--- src/rtl/pdseq_pkg.sv ---
package pdseq_pkg;

  typedef enum logic [1:0] {
    PD_ACTIVE     = 2'd0,
    PD_WAIT_PULSE = 2'd1,
    PD_DOWN       = 2'd2
  } pd_state_e;

  typedef struct packed {
    logic ref_hold;
    logic fb_hold;
    logic cp_en;
    logic loop_en;
    logic down;
  } pd_out_s;

  // Map a state and latched scope onto the loop control lines.
  function automatic pd_out_s pd_decode(pd_state_e st, logic whole);
    pd_out_s o;
    o.ref_hold = (st == PD_DOWN);
    o.fb_hold  = (st == PD_DOWN);
    o.cp_en    = (st != PD_DOWN);
    o.loop_en  = !((st == PD_DOWN) && whole);
    o.down     = (st == PD_DOWN);
    return o;
  endfunction

endpackage

--- src/rtl/pdseq_fsm.sv ---
module pdseq_fsm
  import pdseq_pkg::*;
(
  input  logic      clk,
  input  logic      rst,
  input  logic      pd_req,
  input  logic      tri_sel,
  input  logic      pulse_busy,
  output pd_state_e state_nxt,
  output logic      whole_nxt
);

  pd_state_e state_q;
  logic      whole_q;
  logic      go_now;

  // Immediate entry: tri-state set, or nothing in flight to wait for.
  assign go_now = tri_sel || !pulse_busy;

  always_comb begin
    state_nxt = state_q;
    unique case (state_q)
      PD_ACTIVE: begin
        if (pd_req) state_nxt = go_now ? PD_DOWN : PD_WAIT_PULSE;
      end
      PD_WAIT_PULSE: begin
        if (!pd_req)     state_nxt = PD_ACTIVE;
        else if (go_now) state_nxt = PD_DOWN;
      end
      PD_DOWN: begin
        if (!pd_req) state_nxt = PD_ACTIVE;
      end
      default: state_nxt = PD_ACTIVE;
    endcase
  end

  // Scope is captured at the entry edge and held while down.
  always_comb begin
    if (state_nxt != PD_DOWN)      whole_nxt = 1'b0;
    else if (state_q != PD_DOWN)   whole_nxt = tri_sel;
    else                           whole_nxt = whole_q;
  end

  always_ff @(posedge clk) begin
    if (rst) begin
      state_q <= PD_ACTIVE;
      whole_q <= 1'b0;
    end else begin
      state_q <= state_nxt;
      whole_q <= whole_nxt;
    end
  end

endmodule

--- src/rtl/pdseq_outreg.sv ---
module pdseq_outreg
  import pdseq_pkg::*;
(
  input  logic      clk,
  input  logic      rst,
  input  pd_state_e state_nxt,
  input  logic      whole_nxt,
  output logic      ref_hold,
  output logic      fb_hold,
  output logic      cp_en,
  output logic      loop_en,
  output logic      down
);

  pd_out_s out_q;

  always_ff @(posedge clk) begin
    if (rst) out_q <= pd_decode(PD_ACTIVE, 1'b0);
    else     out_q <= pd_decode(state_nxt, whole_nxt);
  end

  assign ref_hold = out_q.ref_hold;
  assign fb_hold  = out_q.fb_hold;
  assign cp_en    = out_q.cp_en;
  assign loop_en  = out_q.loop_en;
  assign down     = out_q.down;

endmodule

--- src/rtl/pdseq_loop.sv ---
module pdseq_loop
  import pdseq_pkg::*;
(
  input  logic clk,
  input  logic rst,
  input  logic pd_req,
  input  logic tri_sel,
  input  logic pulse_busy,
  output logic ref_hold,
  output logic fb_hold,
  output logic cp_en,
  output logic loop_en,
  output logic down
);

  pd_state_e state_nxt;
  logic      whole_nxt;

  pdseq_fsm u_fsm (
    .clk        (clk),
    .rst        (rst),
    .pd_req     (pd_req),
    .tri_sel    (tri_sel),
    .pulse_busy (pulse_busy),
    .state_nxt  (state_nxt),
    .whole_nxt  (whole_nxt)
  );

  pdseq_outreg u_out (
    .clk       (clk),
    .rst       (rst),
    .state_nxt (state_nxt),
    .whole_nxt (whole_nxt),
    .ref_hold  (ref_hold),
    .fb_hold   (fb_hold),
    .cp_en     (cp_en),
    .loop_en   (loop_en),
    .down      (down)
  );

  assert_wait_keeps_running_R2: assert property (@(posedge clk) disable iff (rst)
    pd_req && !tri_sel && pulse_busy && !down |=> !down && !ref_hold && !fb_hold && cp_en);

  assert_sync_entry_R3: assert property (@(posedge clk) disable iff (rst)
    pd_req && !tri_sel && !pulse_busy |=> down);

  assert_async_entry_R4: assert property (@(posedge clk) disable iff (rst)
    pd_req && tri_sel |=> down);

  assert_scope_at_entry_R5: assert property (@(posedge clk) disable iff (rst)
    $rose(down) |-> (loop_en != $past(tri_sel)));

  assert_scope_held_R5: assert property (@(posedge clk) disable iff (rst)
    down && $past(down) |-> $stable(loop_en));

  assert_down_outputs_R6: assert property (@(posedge clk) disable iff (rst)
    down |-> ref_hold && fb_hold && !cp_en);

  assert_release_R7: assert property (@(posedge clk) disable iff (rst)
    !pd_req |=> !ref_hold && !fb_hold && cp_en && loop_en && !down);

endmodule

--- src/rtl/pdseq_dual.sv ---
module pdseq_dual #(
  parameter int NUM_LOOPS = 2
) (
  input  logic                 clk,
  input  logic                 rst,
  input  logic [NUM_LOOPS-1:0] pd_req,
  input  logic [NUM_LOOPS-1:0] tri_sel,
  input  logic [NUM_LOOPS-1:0] pulse_busy,
  output logic [NUM_LOOPS-1:0] ref_cnt_hold,
  output logic [NUM_LOOPS-1:0] fb_cnt_hold,
  output logic [NUM_LOOPS-1:0] cp_enable,
  output logic [NUM_LOOPS-1:0] loop_enable,
  output logic [NUM_LOOPS-1:0] pd_done
);

  // every loop gets its own sequencer with no shared state.
  for (genvar g = 0; g < NUM_LOOPS; g++) begin : g_loop
    pdseq_loop u_loop (
      .clk        (clk),
      .rst        (rst),
      .pd_req     (pd_req[g]),
      .tri_sel    (tri_sel[g]),
      .pulse_busy (pulse_busy[g]),
      .ref_hold   (ref_cnt_hold[g]),
      .fb_hold    (fb_cnt_hold[g]),
      .cp_en      (cp_enable[g]),
      .loop_en    (loop_enable[g]),
      .down       (pd_done[g])
    );
  end

endmodule

--- config.mk ---
export PLATFORM = sky130hd
export DESIGN_NAME = pdseq_dual
export DESIGN_NICKNAME = d
export VERILOG_FILES = /design/src/rtl/pdseq_pkg.sv /design/src/rtl/pdseq_fsm.sv /design/src/rtl/pdseq_outreg.sv /design/src/rtl/pdseq_loop.sv /design/src/rtl/pdseq_dual.sv
export SDC_FILE = /design/constraint.sdc
export NUM_CORES = 1
export LEC_CHECK = 0
export ABC_AREA = 1
export BUFFER_PORTS_ARGS = -buffer_cell sky130_fd_sc_hd__buf_2
export CAP_MARGIN = 20
export CORE_AREA = 3 3 40 42
export CTS_CLUSTER_SIZE = 12
export DETAILED_ROUTE_END_ITERATION = 12
export DIE_AREA = 0 0 43 45
export GPL_TIMING_DRIVEN = 1
export PLACE_DENSITY_LB_ADDON = 0.05
export SKIP_CTS_REPAIR_TIMING = 1
export SLEW_MARGIN = 10
export SYNTH_ARGS = -nofsm -noshare
export SYNTH_HDL_FRONTEND = slang
export SYNTH_SLANG_ARGS = --single-unit
--- constraint.sdc ---
create_clock -name clk -period 1 [get_ports clk]
set_input_delay 0.2 -clock clk [delete_from_list [all_inputs] [get_ports clk]]
set_output_delay 0.2 -clock clk [all_outputs]
set_load 0.01 [all_outputs]
==> results.json <==
{
  "die_w_um": 43,
  "clockBufferDepth": 2,
  "worstPathMaxFanout": 3,
  "cts_tree": "built",
  "required_ps": 800,
  "drt-vias-per-instance": 4.14,
  "antenna_left": 0,
  "fillers": 139,
  "holdWs_ps": 200,
  "clkTransAtPathRegs_ps": 80,
  "syn-instance-count": 68,
  "avgRoutedWirePerCell_um": 8.37,
  "regArea_um2": 240,
  "grt_remaining_overflow": 0,
  "critPathKind": "reg2out",
  "final_layout_size_suffix_gt1_frac": 0.430,
  "antenna_found_initial": 0,
  "dieArea_um2": 1940,
  "drcViolationCount": 0,
  "syn_area_um2": 532,
  "cp_top_family": "flip-flops",
  "period_needed_ps": 945,
  "synth_seq_cells": 12,
  "placed_cell_area_um2": 561,
  "maxSlewViolCount": 0,
  "grt_max_degree": 8,
  "worstPathCellList": "buf_2",
  "syn2layout_area_growth_pct": 12.2,
  "yosysSeqAreaShare": 0.452,
  "grt_pass1_wl_um": 1230,
  "ys.warnings.count": 0,
  "tightest_slew_ps": 192,
  "status": "finished clean",
  "leakage_nw": 0.313,
  "multi_input_area_um2": 175,
  "placed_cells": 90,
  "drv_cap": 0,
  "hold_path_class": "in2reg",
  "htreeDepth": 1,
  "path_buf_inv": 1,
  "dpl.hpwl_um": 624,
  "start_util": 0.414,
  "setup_violations": 0,
  "critPathCaptureType": "output port",
  "layout.nets": 88,
  "final_cell_area_um2": 597,
  "skew_ps": 2.18,
  "cp_slowest_cell": "dfxtp_1",
  "max-slew-margin-rel": 0.872,
  "finalSetupTns_ps": 0,
  "root_buffer": "clkbuf_4",
  "rsz0062_at_grt": "false",
  "max_freq_mhz": 1060,
  "ioPinCount": 18,
  "drtIter0Drc": 3,
  "dr.pass1.iters": 4,
  "synth_fp_nets": 76,
  "worst_slack_ps": 55.1,
  "clock-sinks": 12,
  "clock_latency_ps": 270,
  "numCtsBuffers": 3,
  "routabilityCongestion": 0.706,
  "syn_area_per_cell_um2": 7.82,
  "grtUsageTotal": 0.0902,
  "hold_viol": 0,
  "num_rows": 13,
  "crit_arrival_ps": 740,
  "ys_types": 11,
  "grt_pass1_vias": 304,
  "period_share": 0.945,
  "num_antenna_cells": 0,
  "powerDensity_nw_per_um2": 1700,
  "slowest_delay_ps": 340,
  "routed_wl_um": 787,
  "coreArea_um2": 1280,
  "io_buffers": 17,
  "dp_slack_ps": 207,
  "cp-start-kind": "flop",
  "ir_drop_mv": 0.525,
  "final_cells": 94,
  "die_h_um": 45,
  "vias": 389
}
[cell usage in the layout, fill, tap and decap left out, drive strengths merged]
cell type / instances
nor2: 13
buf: 17
nand3b: 1
nand3: 4
inv: 11
dfxtp: 12
nand2: 17
clkbuf: 4
[cells in the mapped netlist]
| master | instances | area share |
|---|---|---|
| nand2_1 | 13 | 0.092 |
| inv_1 | 10 | 0.071 |
| nand3b_1 | 1 | 0.014 |
| nand3_1 | 2 | 0.019 |
| nand2_2 | 4 | 0.047 |
| nand3_2 | 2 | 0.038 |
| dfxtp_1 | 12 | 0.45 |
| inv_2 | 1 | 0.0071 |
| buf_4 | 10 | 0.14 |
| nor2_1 | 7 | 0.049 |
| nor2_2 | 6 | 0.071 |
[registers in the layout, summed over array words and instances, names as in the netlist]
name / flops
g_loop.u_loop.u_fsm.whole_q: 2
g_loop.u_loop.u_out.fb_hold: 1
g_loop.u_loop.u_out.down: 1
g_loop.u_loop.u_out.cp_en: 2
g_loop.u_loop.u_fsm.state_q: 4
g_loop.u_loop.u_out.loop_en: 2
[worst reg2reg max path, stage by stage (launching register included)]
cell     delay, ps
dfxtp_1        420
nand2_1         80
nand2_1         60
nand2_1         70
inv_1           60
nand2_1         40
[stage by stage]
step | util | power (mW)
global placement | 0.436 | 0.641
floorplan | - | 0.624
CTS | 0.464 | 1.03
finish | 0.464 | 1.02
detailed placement | 0.436 | 0.642
global route | 0.464 | 1.06
[per-layer routing]
layer / GRT usage / part of all wire
met5: 0 / 0
met4: 0.0723 / 0.015
met3: 0.0359 / 0.11
met2: 0.0988 / 0.36
met1: 0.131 / 0.51
[report_power, final]
group / switching, mW / internal [mW]
clock: 0.167 / 0.221
sequential: 0.0128 / 0.501
combinational: 0.0661 / 0.0494
[worst paths after layout]
kind                                                         from                                 to  slack, ps  cells after the start
worst min register to register  g_loop[1].u_loop.u_fsm.state_q[0]  g_loop[1].u_loop.u_fsm.state_q[1]        570                      3
worst max register to register  g_loop[1].u_loop.u_fsm.state_q[1]     g_loop[1].u_loop.u_out.loop_en        180                      5
worst max-delay path                  g_loop[0].u_loop.u_out.down                    ref_cnt_hold[0]         60                      1
worst min-delay path                                    pd_req[0]        g_loop[0].u_loop.u_out.down        200                      3
[final cells by class]
type | instances | area share
clock buffer | 4 | 0.0608
inverter | 11 | 0.0692
multi-input combinational | 35 | 0.294
sequential | 12 | 0.403
tap | 15 | 0.0314
timing repair buffer | 17 | 0.143
[logic make-up (layout without fill, tap and decap cells)]
group         after synthesis  after routing  share of synthesized area
buf+inv                    21             32                      0.219
flops                      12             12                      0.452
simple gates               35             35                      0.329
No activity file was read; power rests on OpenSTA's default activity.
